--- src/rtl/tmr_pkg.sv ---
package tmr_pkg;
    typedef enum logic [1:0] {
        REG_CTRL  = 2'd0,
        REG_START = 2'd1,
        REG_CONST = 2'd2,
        REG_COUNT = 2'd3
    } reg_sel_e;

    typedef enum logic {
        RUN_IDLE   = 1'b0,
        RUN_ACTIVE = 1'b1
    } run_state_e;

    localparam int FLAG_BIT = 8;
    localparam int IE_BIT   = 5;
    localparam int CTRL_W   = 16;
endpackage

--- src/rtl/tmr_run_fsm.sv ---
module tmr_run_fsm
    import tmr_pkg::*;
(
    input  logic clk,
    input  logic rst_n,
    input  logic start_wr,
    input  logic start_val,
    output logic running
);
    run_state_e state_q, state_d;

    always_ff @(posedge clk or negedge rst_n) begin
        if (!rst_n) state_q <= RUN_IDLE;
        else        state_q <= state_d;
    end

    always_comb begin
        state_d = state_q;
        unique case (state_q)
            RUN_IDLE:   if (start_wr && start_val)  state_d = RUN_ACTIVE; // START
            RUN_ACTIVE: if (start_wr && !start_val) state_d = RUN_IDLE;   // HALT
            default:    state_d = RUN_IDLE;
        endcase
    end

    always_comb begin
        running = (state_q == RUN_ACTIVE);
    end
endmodule

--- src/rtl/tmr_prescaler.sv ---
module tmr_prescaler #(
    parameter int PSC_MAX = 3,
    parameter int SEL_W   = 3,
    localparam int DIV_W  = 2 * PSC_MAX + 2
) (
    input  logic             clk,
    input  logic             rst_n,
    input  logic             run,
    input  logic             phase_clr,
    input  logic [SEL_W-1:0] sel,
    output logic             tick
);
    logic [DIV_W-1:0] phase_q;
    logic [DIV_W-1:0] term;
    int               eff;

    // Reserved selections fold onto the fastest ratio.
    always_comb begin
        eff  = (int'(sel) > PSC_MAX) ? 0 : int'(sel);
        term = {DIV_W{1'b1}} >> (2 * (PSC_MAX - eff));
        tick = run && (phase_q == term);
    end

    always_ff @(posedge clk or negedge rst_n) begin
        if (!rst_n)                  phase_q <= '0;
        else if (!run || phase_clr)  phase_q <= '0;
        else if (tick)               phase_q <= '0;
        else                         phase_q <= phase_q + DIV_W'(1);
    end
endmodule

--- src/rtl/tmr_count_core.sv ---
module tmr_count_core #(
    parameter int CNT_W = 32
) (
    input  logic             clk,
    input  logic             rst_n,
    input  logic             tick,
    input  logic             wr_en,
    input  logic [CNT_W-1:0] wr_val,
    input  logic [CNT_W-1:0] reload_val,
    output logic [CNT_W-1:0] count,
    output logic             underflow
);
    always_comb begin
        underflow = tick && !wr_en && (count == '0);
    end

    always_ff @(posedge clk or negedge rst_n) begin
        if (!rst_n)         count <= '1;
        else if (wr_en)     count <= wr_val;
        else if (underflow) count <= reload_val;
        else if (tick)      count <= count - CNT_W'(1);
    end
endmodule

--- src/rtl/intv_timer.sv ---
module intv_timer
    import tmr_pkg::*;
#(
    parameter int CNT_W   = 32,
    parameter int PSC_MAX = 3,
    parameter int SEL_W   = 3
) (
    input  logic             clk,
    input  logic             rst_n,
    input  logic             bus_sel,
    input  logic             bus_wr,
    input  logic [1:0]       bus_addr,
    input  logic [CNT_W-1:0] bus_wdata,
    output logic [CNT_W-1:0] bus_rdata,
    output logic             irq
);
    reg_sel_e         sel_reg;
    logic             wr_hit, wr_ctrl, wr_start, wr_const, wr_count;
    logic             running, tick, underflow, field_chg;
    logic [SEL_W-1:0] psc_q;
    logic             ie_q, flag_q;
    logic [CNT_W-1:0] const_q, count_q;
    logic [CTRL_W-1:0] ctrl_view;

    always_comb begin
        sel_reg   = reg_sel_e'(bus_addr);
        wr_hit    = bus_sel && bus_wr;
        wr_ctrl   = wr_hit && (sel_reg == REG_CTRL);
        wr_start  = wr_hit && (sel_reg == REG_START);
        wr_const  = wr_hit && (sel_reg == REG_CONST);
        wr_count  = wr_hit && (sel_reg == REG_COUNT);
        field_chg = wr_ctrl && (bus_wdata[SEL_W-1:0] != psc_q);
    end

    tmr_run_fsm u_fsm (
        .clk       (clk),
        .rst_n     (rst_n),
        .start_wr  (wr_start),
        .start_val (bus_wdata[0]),
        .running   (running)
    );

    tmr_prescaler #(.PSC_MAX(PSC_MAX), .SEL_W(SEL_W)) u_psc (
        .clk       (clk),
        .rst_n     (rst_n),
        .run       (running),
        .phase_clr (field_chg),
        .sel       (psc_q),
        .tick      (tick)
    );

    tmr_count_core #(.CNT_W(CNT_W)) u_core (
        .clk        (clk),
        .rst_n      (rst_n),
        .tick       (tick),
        .wr_en      (wr_count),
        .wr_val     (bus_wdata),
        .reload_val (const_q),
        .count      (count_q),
        .underflow  (underflow)
    );

    always_ff @(posedge clk or negedge rst_n) begin
        if (!rst_n) begin
            psc_q   <= '0;
            ie_q    <= 1'b0;
            const_q <= '1;
        end else begin
            if (wr_ctrl) begin
                psc_q <= bus_wdata[SEL_W-1:0];
                ie_q  <= bus_wdata[IE_BIT];
            end
            if (wr_const) const_q <= bus_wdata;
        end
    end

    // Underflow outranks a clearing write; writing one leaves the flag alone.
    always_ff @(posedge clk or negedge rst_n) begin
        if (!rst_n)                              flag_q <= 1'b0;
        else if (underflow)                      flag_q <= 1'b1;
        else if (wr_ctrl && !bus_wdata[FLAG_BIT]) flag_q <= 1'b0;
    end

    always_comb begin
        ctrl_view              = '0;
        ctrl_view[FLAG_BIT]    = flag_q;
        ctrl_view[IE_BIT]      = ie_q;
        ctrl_view[SEL_W-1:0]   = psc_q;
    end

    always_comb begin
        unique case (sel_reg)
            REG_CTRL:  bus_rdata = {{(CNT_W-CTRL_W){1'b0}}, ctrl_view};
            REG_START: bus_rdata = {{(CNT_W-1){1'b0}}, running};
            REG_CONST: bus_rdata = const_q;
            REG_COUNT: bus_rdata = count_q;
            default:   bus_rdata = '0;
        endcase
        irq = flag_q && ie_q;
    end
endmodule

--- config.mk ---
export PLATFORM = sky130hd
export DESIGN_NAME = intv_timer
export DESIGN_NICKNAME = d
export VERILOG_FILES = /design/src/rtl/tmr_pkg.sv /design/src/rtl/tmr_run_fsm.sv /design/src/rtl/tmr_prescaler.sv /design/src/rtl/tmr_count_core.sv /design/src/rtl/intv_timer.sv
export SDC_FILE = /design/constraint.sdc
export NUM_CORES = 1
export LEC_CHECK = 0
export CELL_PAD_IN_SITES_DETAIL_PLACEMENT = 0
export CELL_PAD_IN_SITES_GLOBAL_PLACEMENT = 1
export CORE_MARGIN = 2
export CORE_UTILIZATION = 40
export CTS_CLUSTER_DIAMETER = 120
export CTS_CLUSTER_SIZE = 8
export DETAILED_ROUTE_END_ITERATION = 12
export DONT_BUFFER_PORTS = 1
export PLACE_DENSITY = 0.71
export SLEW_MARGIN = 20
export SYNTH_ARGS = -nofsm -noshare
export SYNTH_HDL_FRONTEND = slang
export SYNTH_SLANG_ARGS = --single-unit
--- constraint.sdc ---
create_clock -name clk -period 3.2 [get_ports clk]
set_clock_uncertainty 0.15 [all_clocks]
set_input_delay 0 -clock clk [delete_from_list [all_inputs] [get_ports clk]]
set_output_delay 0 -clock clk [all_outputs]
set_load 0.01 [all_outputs]
# Word level (Yosys, flattened, before mapping)
# Index checks and enable logic that the tools add are counted.
[totals]
ff_bits = 78
inputBits = 38
elab_cells = 52
[classes]
n_addsub = 3
order_cmp = 1
n_eq_ne = 5
shift = 1
muxes = 12
bitwise = 1
reduce_logical = 22
[op_table]
columns = ["cell", "count"]
rows = [
  ["case mux 32 bit (4 select lines)", 1],
  ["2-to-1 mux 32 bit", 3],
  ["logical NOT 32 bit", 1],
  ["right shift 8 x 32 -> 8 bit (first input constant)", 1],
  ["subtractor 32 x 1 -> 32 bit (second input constant)", 1],
  ["subtractor 3 x 31 -> 31 bit (first input constant)", 1],
  ["2-to-1 mux 8 bit", 2],
  ["logical AND 1 bit", 13],
  ["adder 8 x 1 -> 8 bit (second input constant)", 1],
  ["equality test 8 bit", 1],
  ["equality test 2 bit (second input constant)", 2],
  ["logical NOT 1 bit", 4],
  ["2-to-1 mux 1 bit", 4],
  ["greater-than comparator 3 x 2 -> 1 bit (second input constant)", 1],
  ["2-to-1 mux 3 bit", 1],
  ["inequality test 3 bit", 1],
  ["nonzero test 3 bit", 1],
  ["equality test 2 x 1 -> 1 bit (second input constant)", 1],
  ["logical NOT 2 bit", 1],
  ["case mux 1 bit (2 select lines)", 1],
  ["nonzero test 2 bit", 1],
  ["logical OR 1 bit", 1],
  ["NOT 1 bit", 1],
]

# Logic depth before layout (Yosys ltp)
# Gate-level depths: netlist of the first run.
[depth]
depth_word = 10
ltp_mapped = 9
depth_no_buf = 7

# Hierarchy
# A second synthesis of the first run with hierarchy kept.
[unflattened]
cells_unflattened = 488
area_unflattened_um2 = 5026.1
[by_module_without_submodules]
columns = ["mod", "instances", "cells_each", "area_each_um2", "seq_area_each_um2"]
rows = [
  ["tmr_count_core", 1, 277, 2367.3, 840.8],
  ["intv_timer", 1, 162, 2130.8, 965.9],
  ["tmr_prescaler", 1, 47, 488.0, 200.2],
  ["tmr_run_fsm", 1, 2, 40.0, 25.0],
]

# Worst setup path before layout of the first run
# No wires, ideal clock.
[synth_path]
path_kind = "register to register"
start = "register u_core.count[8]"
end = "register u_core.count[30]"
t_arrival_ps = 2130
setup_slack_ps = 848
stages_incl_launch_ff = 7
n_path_buf = 1
period_less_slack_ps = 2352
path_cell_list = "dfstp_2 buf_4 or4_4 or4_4 or4_4 mux2i_1 o21ai_1"
[synth_between]
elab_chain_len = 4
word_cells_on_any_way = 7
[synth_rtl]
columns = ["item", "line_no", "text"]
rows = [
  ["from (decl)", "tmr_count_core.sv:10", "output logic [CNT_W-1:0] count,"],
  ["from (signal assigned)", "tmr_count_core.sv:19", "else if (wr_en) count <= wr_val;"],
  ["from (signal assigned)", "tmr_count_core.sv:20", "else if (underflow) count <= reload_val;"],
  ["from (signal assigned)", "tmr_count_core.sv:21", "else if (tick) count <= count - CNT_W'(1);"],
  ["subtractor 32 x 1 -> 32 bit or logical NOT 32 bit (tied branches)", "tmr_count_core.sv:21, tmr_count_core.sv:14", ""],
  ["2-to-1 mux 32 bit or logical AND 1 bit (tied branches)", "tmr_count_core.sv:21, tmr_count_core.sv:14", ""],
  ["2-to-1 mux 32 bit", "tmr_count_core.sv:20", ""],
  ["2-to-1 mux 32 bit", "tmr_count_core.sv:19", ""],
]
# Parallel ways exist; a longest one is shown, timed or not. The select of a mux whose other input is x is not followed.
# A chain may end at the register's enable or synchronous reset.

# Worst setup path in the final report of the first run
[layout_path]
start = "register u_core.count[0]"
end = "register u_core.count[11]"
# Same word-level chain as after synthesis.

==> summary.md, run 1 <==
| Metric | Value |
|---|---|
| Run status | finished, final reports clean |
| Max-cap violations | 0 |
| Cell depth of the worst hold path | 1 |
| Type of element launching the critical path | flip-flop |
| Total negative setup slack | 0 ns |
| Starting density of the core | between 40% and 50% |
| Maximum fanout encountered on the critical timing path | 9 |
| Register bit total from synthesis | around 80 |
| Die height | 117 µm |
| CTS tree | done |
| Largest voltage drop on the vdd net | ~0.00032 V |
| First-pass GRT wire length | about 23 mm |
| LEAKAGE | 2.36 nW |
| Gr usage total | between 20% and 30% |
| Clock buffers created by TritonCTS | 9 |
| Final hold slack | 0.00338 ns |
| Most used DFF post-synth | dfstp_2 |
| Number of pins exceeding their max-slew limit in the final report | 0 |
| Number of port buffers | 0 |
| Share of the yosys chip area belonging to registers | roughly two fifths |
| Worst Tran Pin Value | 0.935 ns |
| Cell type contributing the most total cell area after synthesis | dfstp_2 |
| Reg2reg setup slack | between 0.6 and 0.7 ns |
| Gpl congestion | between 0.8 and 0.9 |
| Unrepaired setup endpoints after global routing | false |
| Library cell used as clock root buffer | clkbuf_16 |
| Average cell area after synthesis | 9.77 µm² |
| Number of nets in the final layout | between 500 and 600 |
| Top achievable clock speed | between 300 and 400 MHz |
| Row Count | 41 |
| Number of hold-slack violations in the final timing report | 0 |
| Critical path start-end classification | flip-flop to flip-flop |
| Number of antenna violations at the first check in global routing | 0 |
| CTS-repair resized insts | 0 |
| Critical path cell sequence | inv_1 -> ha_1 -> nor4b_2 -> nand4_2 -> or3_1 -> o221a_2 -> o22a_1 |
| End of the worst register-to-register path | u_core.count[11] |
| Number of nets still failing antenna checks after routing | 0 |
| Fraction of final layout cells sized beyond drive strength 1 | a little over a quarter |
| Yosys warns | 0 |
| Start point of the worst hold path | bus_addr[1] |
| Via count of the first global-routing pass | 4340 |
| Master of the slowest instance on the critical path | or3_1 |
| Synth top area share | between 30 and 40% |
| IO Count | between 70 and 80 |
| Kind of cell adding the most delay to the critical path | simple AND/OR/NAND/NOR gates |
| Detailed Route Iter0 Violations | 246 |
| Diode count | 0 |
| Ratio of total power to cell area | a little under 700 nW/µm² |
| Combined buffer and inverter count along the critical path | 1 |
| Number of cells produced by synthesis | ~520 |
| Synth cell types | 62 |
| Maximum single-stage delay on the critical path | approximately 0.55 ns |
| Worst hold path type | input pin to output pin |
| Post-DP HPWL | around 9 mm |
| Share of the core filled with cells | a little under half |
| TritonRoute pass-1 iters | 5 |
| Detail-routed via count per cell | around 5.7 |
| Number of enable-type register cells in the synthesized netlist | 0 |
| Time the final worst path needs with I/O delays and setup | 2.60 ns |
| Area of the die | roughly 14000 µm² |
| Routed length per instance | 19.7 µm |
| Pin count of the biggest net entering global routing | 79 |
| Crit share post-route | between 80% and 90% |
| Worst hold path endpoint | bus_rdata[31] |
| Cell area after synthesis | between 5000 and 6000 µm² |
| Reg clk slew, reported paths | approximately 0.06 ns |
| Crit path arrival time | roughly 2.7 ns |
| Syn nets | between 500 and 600 |
| Type of destination of the critical path | flip-flop |
| Count leader, synth | dfstp_2 |
| Most common library cells after synthesis | dfstp_2, nor2_1, mux2_2, nand2_1, mux2i_1 |
| Max-Slew Margin vs Limit | 36.7% |
| Depth of the CTS H-tree | 3 |
| Power Total | between 0.004 and 0.005 W |
| Post-placement worst setup slack | between 0.5 and 0.6 ns |
| Sum of overflow across all layers after global routing | 0 |
| Clock insertion delay at the later pin of the skew report | around 0.35 ns |
| Required @ worst endpoint | approximately 3.3 ns |
| Leading cell types by total area after synthesis | dfstp_2, mux2_2, dfrtp_1 |
| Core region area | 12500 µm² |
| Routed vias | 4087 |
| Die W | around 120 µm |
| Sink count of the clock tree | 78 |
| Sum of routed wire length over all layers | about 14 mm |
| Clock buffer depth | 2 |
| Depth of the most critical reg-to-reg path | 7 |
| Share of async-settable or async-resettable flops after synthesis | 100% |
| RR Startpoint | u_core.count[0] |
| Layout overhead on the synthesized area | 17.3% |
| Final setup fails | 0 |
| DRC violations left | 0 |
| Setup slack after layout | between 0.6 and 0.7 ns |
## placed cells by master, fill, tap and decap left out, types with 3 or more instances in the layout
cell type / Yosys / layout
nor3_1: 24 / 24
o41a_1: 5 / 5
dfstp_2: 64 / 64
dlygate4sd3_1: 0 / 39
nand4_1: 6 / 6
dfrtp_1: 14 / 14
a22o_1: 4 / 4
o21ai_0: 18 / 18
or4_1: 5 / 5
or4_4: 4 / 4
nor2_1: 44 / 44
nor4_1: 9 / 8
nand3b_1: 4 / 4
inv_1: 5 / 5
nor2b_1: 27 / 27
a21oi_1: 3 / 3
mux2i_1: 35 / 35
mux2_2: 41 / 41
buf_4: 1 / 10
o31ai_1: 17 / 17
or3_1: 8 / 8
xnor2_1: 9 / 9
and2_1: 4 / 4
o21a_1: 3 / 3
a2bb2oi_1: 26 / 26
nand3_1: 7 / 7
nand2_1: 41 / 41
xor2_1: 12 / 12
clkbuf_16: 0 / 9
## layout make-up
cell class / instances / area, µm²
clock buffers: 12 / 256
clock inverters: 4 / 70.1
fillers: 1217 / 6540
inverters: 5 / 18.8
multi-input cells: 398 / 2890
flip-flops and latches: 78 / 2030
well taps: 172 / 215
repair buffers: 50 / 493
## where the power goes
part	total, W	leakage [nW]	internal [W]	switching [W]
Combinational	0.00121	1.34	0.000617	0.000596
Sequential	0.00180	0.855	0.00142	0.000377
Clock	0.00113	0.163	0.000723	0.000407
## worst register-to-register path: stages, from the launching register on
cell and delay [ns]:
dfstp_2 0.39, inv_1 0.10, ha_1 0.22, nor4b_2 0.38, nand4_2 0.32, or3_1 0.55, o221a_2 0.26, o22a_1 0.16
## layer usage
metal | track usage [%] | wire length (µm) | up-vias
met5 | 0 | 0 | -
met4 | 8.47 | 244 | 0
met3 | 4.07 | 705 | 17
met2 | 35.1 | 6690 | 94
met1 | 29.9 | 6510 | 2015
li1 | - | - | 1961
## repair_timing
action	4_1_cts	5_1_grt
hold endpoints to repair	158	0
buffers inserted	0	0
endpoints found under the setup margin	0	0
hold buffers	40	0
## sequential cells by signal (all words and copies together) (netlist names), named ones only
name / cells
flag_q: 1
const_q: 32
u_core.count: 32
ie_q: 1
psc_q: 3
u_psc.phase_q: 8
## how the worst max path moves through the flow
| stage | slack, ns | endpoint | start | depth (start not counted) |
|---|---|---|---|---|
| after floorplan | 0.85 | u_core.count[30] | u_core.count[8] | 6 |
| after global placement | 0.67 | u_core.count[11] | u_core.count[0] | 7 |
| after detailed placement | 0.59 | u_core.count[11] | u_core.count[0] | 7 |
| after CTS | 0.57 | u_core.count[11] | u_core.count[0] | 7 |
| after global routing | 0.34 | u_core.count[11] | u_core.count[0] | 7 |
| final | 0.60 | u_core.count[11] | u_core.count[0] | 7 |
## kinds of logic after synthesis
kind of cell | Yosys count | share of synthesized area (%)
muxes | 77 | 16.4
AOI/OAI and AO/OA | 98 | 14.8
xor gates and xnor gates | 21 | 3.61
and+or+nand+nor | 200 | 21.3
buffers and inverters | 45 | 3.51
adders and majority gates | 2 | 0.491
DFF | 78 | 39.9
## stage by stage
| stage | cells | area, µm² |
|---|---|---|
| 6_report | 719 | 5970 |
| 5_1_grt | 719 | 5970 |
| 3_5_place_dp | 663 | 5230 |
| 2_1_floorplan | 521 | 5090 |
| 4_1_cts | 719 | 5970 |
| 3_3_place_gp | 663 | 5230 |
Power figures use the tool's default switching activity.
==> inputs of run 2 (changes only) <==
Clock period 3.2 ns to 2.57 ns, I/O delays scaled along.
==> summary.md, run 2 (same netlist as run 1, synthesis figures left out) <==
| Metric | Value |
|---|---|
| Sum of routed wire length over all layers | 14.0 mm (was 14.2 mm) |
| Number of port buffers | 0 (unchanged) |
| First-pass GRT wire length | 22.9 mm (was 23.3 mm) |
| Maximum single-stage delay on the critical path | 0.56 ns (was 0.55 ns) |
| Type of element launching the critical path | flip-flop (unchanged) |
| Number of antenna violations at the first check in global routing | 0 (unchanged) |
| Run status | finished with violations (was finished, final reports clean) |
| Max-cap violations | 0 (unchanged) |
| Via count of the first global-routing pass | 4275 (was 4340) |
| Maximum fanout encountered on the critical timing path | 5 (was 9) |
| Clock insertion delay at the later pin of the skew report | 0.35 ns (about the same) |
| Clock buffers created by TritonCTS | 9 (unchanged) |
| Final setup fails | 0 (unchanged) |
| Number of nets still failing antenna checks after routing | 0 (unchanged) |
| Detail-routed via count per cell | 5.75 (was 5.68) |
| Ratio of total power to cell area | 846 nW/µm² (was 694 nW/µm²) |
| Total negative setup slack | 0 ns (unchanged) |
| Gr usage total | 21.7% (was 22.0%) |
| Worst hold path type | input pin to output pin (unchanged) |
| Failing checks | hold timing |
| Kind of cell adding the most delay to the critical path | simple AND/OR/NAND/NOR gates (unchanged) |
| Routed length per instance | 18.9 µm (was 19.7 µm) |
| Reg2reg setup slack | 0.12 ns (was 0.60 ns) |
| Die W | 117 µm (unchanged) |
| Routed vias | 4263 (was 4087) |
| Final hold slack | -0.00000393 ns (was 0.00338 ns) |
| Starting density of the core | 40.7% (unchanged) |
| Setup slack after layout | 0.123 ns (was 0.604 ns) |
| Row Count | 41 (unchanged) |
| Gpl congestion | 0.842 (was 0.832) |
| Pin count of the biggest net entering global routing | 79 (unchanged) |
| LEAKAGE | 2.46 nW (was 2.36 nW) |
| Detailed Route Iter0 Violations | 249 (was 246) |
| Number of hold-slack violations in the final timing report | 1 (was 0) |
| Diode count | 0 (unchanged) |
| Area of the die | 13600 µm² (unchanged) |
| Critical path cell sequence | or4_4 -> or4_4 -> o41a_1 -> nor3_1 -> o31ai_1 (was inv_1 -> ha_1 -> nor4b_2 -> nand4_2 -> or3_1 -> o221a_2 -> o22a_1) |
| Core region area | 12500 µm² (unchanged) |
| Clock buffer depth | 2 (unchanged) |
| Share of the core filled with cells | 48.9% (was 47.7%) |
| Layout overhead on the synthesized area | 20.2% (was 17.3%) |
| CTS tree | done (unchanged) |
| Critical path start-end classification | flip-flop to flip-flop (unchanged) |
| Post-DP HPWL | 9.18 mm (was 9.11 mm) |
| Reg clk slew, reported paths | 0.06 ns (about the same) |
| Crit path top cell by count | or4_4 |
| Combined buffer and inverter count along the critical path | 0 (was 1) |
| IO Count | 71 (unchanged) |
| Fraction of final layout cells sized beyond drive strength 1 | 29.2% (was 26.3%) |
| Crit share post-route | 95.2% (was 81.1%) |
| Required @ worst endpoint | 2.67 ns (was 3.32 ns) |
| Time the final worst path needs with I/O delays and setup | 2.45 ns (was 2.60 ns) |
| Number of pins exceeding their max-slew limit in the final report | 0 (unchanged) |
| Max-Slew Margin vs Limit | 58.3% (was 36.7%) |
| Number of nets in the final layout | 604 (was 582) |
| Post-CTS setup-driven buffer insertion count | 0 (unchanged) |
| Worst Tran Pin Value | 0.624 ns (was 0.935 ns) |
| Unrepaired setup endpoints after global routing | false (unchanged) |
| Placed Cells incl. Taps | 684 (was 663) |
| DRC violations left | 0 (unchanged) |
| Master of the slowest instance on the critical path | or4_4 (was or3_1) |
| Post-placement worst setup slack | 0.114 ns (was 0.594 ns) |
| Largest registers in the final layout | const_q: 32 flops, u_core.count: 32 flops, u_psc.phase_q: 8 flops (unchanged) |
| Largest voltage drop on the vdd net | 0.000302 V (was 0.000317 V) |
| Cell Count, Final, Fillers Out | 741 (was 719) |
| Depth of the CTS H-tree | 3 (unchanged) |
| Top achievable clock speed | 409 MHz (was 385 MHz) |
| Sum of overflow across all layers after global routing | 0 (unchanged) |
| Crit path arrival time | 2.55 ns (was 2.72 ns) |
| Leading cell type in the layout, fill and taps excluded | dfstp_2 (unchanged) |
| TritonRoute pass-1 iters | 4 (was 5) |
| Sink count of the clock tree | 78 (unchanged) |
| Most used cells in the layout excluding fill and tap cells | dfstp_2, nor2_1, nand2_1, mux2_2, dlygate4sd3_1 (unchanged) |
| Type of destination of the critical path | flip-flop (unchanged) |
| Library cell used as clock root buffer | clkbuf_16 (unchanged) |
| Die height | 117 µm (unchanged) |
-- run 2: changes by cell type in the layout (fill, tap and decap cells not counted) --
| cell | previous run | this run |
|---|---|---|
| buf_4 | 10 | 30 |
| buf_6 | 0 | 1 |
| bufinv_16 | 2 | 1 |
| clkinv_2 | 2 | 3 |
| dlygate4sd3_1 | 39 | 40 |
| or4_1 | 5 | 4 |
| or4_4 | 4 | 5 |
-- run 2: path summary, 6_finish.rpt --
kind | startpoint | endpoint | cells after the start
max | u_core.count[11] | u_core.count[29] | 5
min in group asynchronous | rst_n | psc_q[1] | 2
min | bus_addr[1] | bus_rdata[31] | 1
max in group asynchronous | rst_n | u_core.count[11] | 2
max reg2reg | u_core.count[11] | u_core.count[29] | 5
min reg2reg | ie_q | ie_q | 1
-- run 2: stage by stage --
step	area, µm²	total power (W)
final	6120	0.00518
after floorplan	5090	0.00332
after detailed placement	5390	0.00377
after global routing	6120	0.00553
after global placement	5390	0.00374
after CTS	6120	0.00520
-- run 2: metal layers --
| layer | part of all wire, % | GRT usage, % |
|---|---|---|
| met2 | 47 | 35.5 |
| met5 | 0 | 0 |
| met4 | 1.6 | 7.22 |
| met3 | 5.6 | 3.91 |
| met1 | 45 | 29.3 |
-- run 2: area by class of cell --
class                      count  area (µm²)
clock buffer                  12         256
clock inverter                 4        45.0
fill                        1203        6390
inverter                       5        18.8
multi-input combinational    398        2890
sequential                    78        2030
tap                          172         215
timing repair buffer          72         664
-- run 2: report_power, final --
part | leakage, nW | internal (W) | switching, W
Combinational | 1.45 | 0.000855 | 0.000799
Sequential | 0.855 | 0.00177 | 0.000438
Clock | 0.152 | 0.000801 | 0.000516
Total | 2.46 | 0.00342 | 0.00175
-- run 2: what timing repair did --
action / in CTS / in global routing
hold buffers: 41 / 0
hold endpoints to repair: 151 / 0
gates resized for setup: 0 / 2
endpoints found under the setup margin: 0 / 1
